`config.mk`:
```
export PLATFORM = sky130hd
export DESIGN_NAME = dp_collide_mon
export DESIGN_NICKNAME = d
export VERILOG_FILES = /design/src/rtl/dpc_pkg.sv /design/src/rtl/dpc_access_reg.sv /design/src/rtl/dpc_match.sv /design/src/rtl/dpc_alert_gen.sv /design/src/rtl/dp_collide_mon.sv
export SDC_FILE = /design/constraint.sdc
export NUM_CORES = 1
export LEC_CHECK = 0
export ABC_AREA = 0
export BUFFER_PORTS_ARGS = -buffer_cell sky130_fd_sc_hd__buf_2
export CAP_MARGIN = 20
export CORE_ASPECT_RATIO = 1.75
export CORE_MARGIN = 2
export CORE_UTILIZATION = 48
export CTS_CLUSTER_DIAMETER = 150
export DETAILED_ROUTE_END_ITERATION = 6
export MAX_ROUTING_LAYER = met4
export PLACE_DENSITY = 0.75
export SYNTH_ARGS = -nofsm -noshare
export SYNTH_HDL_FRONTEND = slang
export SYNTH_SLANG_ARGS = --single-unit
```
`constraint.sdc`:
```
create_clock -name clk_i -period 1.7 [get_ports clk_i]
set_input_delay 0.085 -clock clk_i [delete_from_list [all_inputs] [get_ports clk_i]]
set_output_delay 0.085 -clock clk_i [all_outputs]
set_load 0.005 [all_outputs]
```
`src/rtl/dpc_pkg.sv`:
```
package dpc_pkg;
  localparam int unsigned NUM_PORTS = 2;

  typedef enum logic [1:0] {
    ACC_IDLE  = 2'd0,
    ACC_READ  = 2'd1,
    ACC_WRITE = 2'd2
  } acc_kind_e;
endpackage

```
`src/rtl/dpc_access_reg.sv`:
```
module dpc_access_reg
  import dpc_pkg::*;
#(
  parameter int unsigned ADDR_W = 17
) (
  input  logic              clk_i,
  input  logic              rst_ni,
  input  logic              en_i,
  input  logic              we_i,
  input  logic [ADDR_W-1:0] addr_i,
  output acc_kind_e         kind_o,
  output logic [ADDR_W-1:0] addr_o
);
  acc_kind_e kind_d;

  always_comb begin
    if (!en_i)     kind_d = ACC_IDLE;
    else if (we_i) kind_d = ACC_WRITE;
    else           kind_d = ACC_READ;
  end

  always_ff @(posedge clk_i or negedge rst_ni) begin
    if (!rst_ni) begin
      kind_o <= ACC_IDLE;
      addr_o <= '0;
    end else begin
      kind_o <= kind_d;
      addr_o <= addr_i;
    end
  end
endmodule

```
`src/rtl/dpc_match.sv`:
```
module dpc_match
  import dpc_pkg::*;
#(
  parameter int unsigned ADDR_W = 17
) (
  input  acc_kind_e             kind_a_i,
  input  acc_kind_e             kind_b_i,
  input  logic [ADDR_W-1:0]     addr_a_i,
  input  logic [ADDR_W-1:0]     addr_b_i,
  output logic [NUM_PORTS-1:0]  flag_o
);
  logic overlap;

  assign overlap = (kind_a_i != ACC_IDLE) && (kind_b_i != ACC_IDLE) &&
                   (addr_a_i == addr_b_i);

  // a port is at risk only when the opposite port writes
  assign flag_o[0] = overlap && (kind_b_i == ACC_WRITE);
  assign flag_o[1] = overlap && (kind_a_i == ACC_WRITE);
endmodule

```
`src/rtl/dpc_alert_gen.sv`:
```
module dpc_alert_gen (
  input  logic clk_i,
  input  logic rst_ni,
  input  logic flag_i,
  output logic alert_no
);
  logic alert_q;

  // cycle after a pulse is the clearing phase: new flags are dropped
  always_ff @(posedge clk_i or negedge rst_ni) begin
    if (!rst_ni) alert_q <= 1'b0;
    else         alert_q <= flag_i & ~alert_q;
  end

  assign alert_no = ~alert_q;
endmodule

```
`src/rtl/dp_collide_mon.sv`:
```
module dp_collide_mon
  import dpc_pkg::*;
#(
  parameter int unsigned ADDR_W = 17
) (
  input  logic              clk_i,
  input  logic              rst_ni,
  input  logic              a_en_i,
  input  logic              a_we_i,
  input  logic [ADDR_W-1:0] a_addr_i,
  input  logic              b_en_i,
  input  logic              b_we_i,
  input  logic [ADDR_W-1:0] b_addr_i,
  output logic              a_alert_no,
  output logic              b_alert_no
);
  logic [NUM_PORTS-1:0] en_v, we_v, flag_v, alert_nv;
  logic [ADDR_W-1:0]    addr_v   [NUM_PORTS];
  logic [ADDR_W-1:0]    addr_q_v [NUM_PORTS];
  acc_kind_e            kind_q_v [NUM_PORTS];

  assign en_v      = {b_en_i, a_en_i};
  assign we_v      = {b_we_i, a_we_i};
  assign addr_v[0] = a_addr_i;
  assign addr_v[1] = b_addr_i;

  for (genvar p = 0; p < NUM_PORTS; p++) begin : g_port
    dpc_access_reg #(.ADDR_W(ADDR_W)) u_acc (
      .clk_i  (clk_i),
      .rst_ni (rst_ni),
      .en_i   (en_v[p]),
      .we_i   (we_v[p]),
      .addr_i (addr_v[p]),
      .kind_o (kind_q_v[p]),
      .addr_o (addr_q_v[p])
    );

    dpc_alert_gen u_alert (
      .clk_i    (clk_i),
      .rst_ni   (rst_ni),
      .flag_i   (flag_v[p]),
      .alert_no (alert_nv[p])
    );
  end

  dpc_match #(.ADDR_W(ADDR_W)) u_match (
    .kind_a_i (kind_q_v[0]),
    .kind_b_i (kind_q_v[1]),
    .addr_a_i (addr_q_v[0]),
    .addr_b_i (addr_q_v[1]),
    .flag_o   (flag_v)
  );

  assign a_alert_no = alert_nv[0];
  assign b_alert_no = alert_nv[1];
endmodule

```
==> results.cfg <==
[outcome]
run_status = completed

[worst_setup_path]
r2r_slack_ns = 0.32
path_class = flop to flop
worstPathArrival_ns = 1.57
endpoint_kind = flop
start_kind = flop
worstPathRequired_ns = 1.89
crit_fanout = 2

[synth]
synthAdderAreaFrac_pct = 0
async_reset_ff_share_pct = 100.0
synth.distinct_cells = 15
yosysWarnings = 0
synth_seq_area_share_pct = 79.84
synthXorXnorAreaFrac_pct = 11.88
syn_nets = 115
yosys.area.top_type = dfrtp_1
synth_top_area_share_pct = 79.84
synth_most_common_cell = dfrtp_1
ys_top_cells_by_count = dfrtp_1, xor2_1, xnor2_1, nor4_1
synth-simple-area-share_pct = 7.186
synth_compound_area_share_pct = 0.4990
syn-cell-area_sq_mm = 0.001254
ys_ff_latch = 40
postSynthCellCount = 75
synth_mux_area_share_pct = 0
avgSynthCellArea_sq_um = 16.72
synth_ff_type = dfrtp_1
synthTopCellsByArea = dfrtp_1, xor2_1, xnor2_1
synth_top_family_by_area = XOR/XNOR gates
synth-edff-count = 0

[die]
dieWidth_um = 42.63
initial_core_util_pct = 50.30
ios = 42
die_h_um = 71.61
coreArea_sq_mm = 0.002492
design.die.area_sq_mm = 0.003053
row_count = 24

[routing]
totalWireLength_um = 2532
via_per_inst = 4.556
dr.pass1.iters = 2
vias = 852
drcViolationCount = 0
wire_per_inst_um = 13.54
first_iter_violations = 17
ant_nets = 0

[clock_tree]
numCtsBuffers = 5
cts_tree = yes
clock_latency_ns = 0.28
ctsResizeCount = 0
htreeDepth = 2
cts_root_buffer = clkbuf_8
cts_sinks = 40
clockBufferDepth = 2
post_cts_buffers = 0
path_clk_slew_ns = 0.07

[place]
portBuffers = 41
routabilityCongestion = 0.6628
hpwl_um = 1464
dp.cells = 142

[finish]
fin_nets = 200
syn2layout_area_growth_pct = 55.69
regArea_sq_mm = 0.001001
layout.cells.non_filler = 187
nFillCells = 164
drive_above_1_share_pct = 29.81
multi_input_area_sq_um = 245.2
antennaDiodeCount = 0
finish.utilization_pct = 78.31

[timing]
finalHoldViolations = 0
finalMaxSlewViolations = 0
worstMarginPinSlew_ns = 0.8142
clock.fmax_ghz = 0.7250
clock_skew_ns = 0.005066
slew_headroom_pct = 45.72
tns_ns = 0
setup_viol = 0
period_needed_ns = 1.379
min_period_over_period_pct = 81.14
grt_setup_unrepaired = no

[grt]
grt_pass1_wl_um = 4236
grt_max_degree = 41
grt_usage_pct = 20.79
overflow = 0
antenna_found_initial = 0
grt_pass1_vias = 976

[hold_path]
hold_class = primary input to flop

[pwr]
p_leak_nw = 0.9165
ir_drop_v = 0.0008501
p_per_area_mw_per_mm2 = 923.5

[run]
drv_cap = 0
==> timing repair <==
action / in CTS / in global routing
endpoints found under the setup margin: 0 / 0
endpoints found under the hold margin: 76 / 0
hold buffers: 37 / 0
==> metrics by stage <==
| stage | setup slack, ns | area [sq um] | total power [W] | hold WS, ns |
|---|---|---|---|---|
| 4_1_cts | 0.2753 | 1952 | 0.001807 | 0.01338 |
| 2_1_floorplan | 0.4850 | 1254 | 0.001068 | -0.2106 |
| 6_report | 0.3207 | 1952 | 0.001803 | 0.02438 |
| 3_3_place_gp | 0.3355 | 1491 | 0.001133 | 0.1928 |
| 3_5_place_dp | 0.2891 | 1491 | 0.001140 | 0.1943 |
| 5_1_grt | 0.2172 | 1952 | 0.001882 | 0.01072 |
==> metal layers <==
layer	up-vias	part of all wire, %	track usage, %
met5	-	0	-
met1	404	31	17.43
li1	411	-	-
met2	29	62	39.73
met4	0	2.9	9.722
met3	8	3.5	5.290
==> area by class of cell <==
class                      count  share of cell area, %
multi-input combinational     33                  12.56
timing repair buffer          78                  29.49
sequential                    40                  51.28
clock buffer                   8                  4.615
tap                           26                  1.667
inverter                       2                 0.3846
==> logic make-up (layout without fill, tap and decap cells) <==
kind of cell | count (synthesis) | after routing
and+or+nand+nor | 15 | 15
DFF | 40 | 40
buffers and inverters | 2 | 88
AOI/OAI and AO/OA | 1 | 1
xor gates and xnor gates | 17 | 17
==> power by group <==
part	switching (W)	internal, W	leakage [nW]
Clock	0.000284	0.000331	0.0455
Sequential	0.0000220	0.000998	0.476
Combinational	0.0000582	0.000110	0.395
==> path summary, 6_finish.rpt <==
kind                                                 from                         end  depth (start not counted)
worst max register to register  g_port[1].u_acc.addr_o[9]   g_port[0].u_alert.alert_q                          4
worst min register to register  g_port[1].u_acc.kind_o[0]   g_port[0].u_alert.alert_q                          1
min in group asynchronous                          rst_ni   g_port[1].u_acc.addr_o[3]                          2
worst max-delay path            g_port[1].u_acc.addr_o[9]   g_port[0].u_alert.alert_q                          4
max in group asynchronous                          rst_ni  g_port[1].u_acc.addr_o[14]                          2
worst min-delay path                               b_en_i   g_port[1].u_acc.kind_o[1]                          2
==> placed cells by master (no fill, tap or decap), drive strengths merged <==
cell type,netlist,routed
buf,0,41
dfrtp,40,40
dlygate4sd3,0,37
xor2,13,13
clkbuf,0,8
xnor2,4,4
nor4,4,4
inv,2,2
nand2,2,2
and2,2,2
nor2b,2,2
nand3,1,1
o22ai,1,1
nand4,1,1
or3,1,1
nor2,1,1
nor3,1,1
==> critical path, stage by stage, from the launching register on <==
cell and delay, ns:
dfrtp_1 0.38, xor2_1 0.16, nor4_1 0.31, nand3_1 0.18
nor4_2 0.26
==> flip-flops by register name (all words and copies together), names as in the netlist <==
| signal | count |
|---|---|
| g_port.u_alert.alert_q | 2 |
| g_port.u_acc.kind_o | 4 |
| g_port.u_acc.addr_o | 34 |
(Power assumes the default switching activity.)
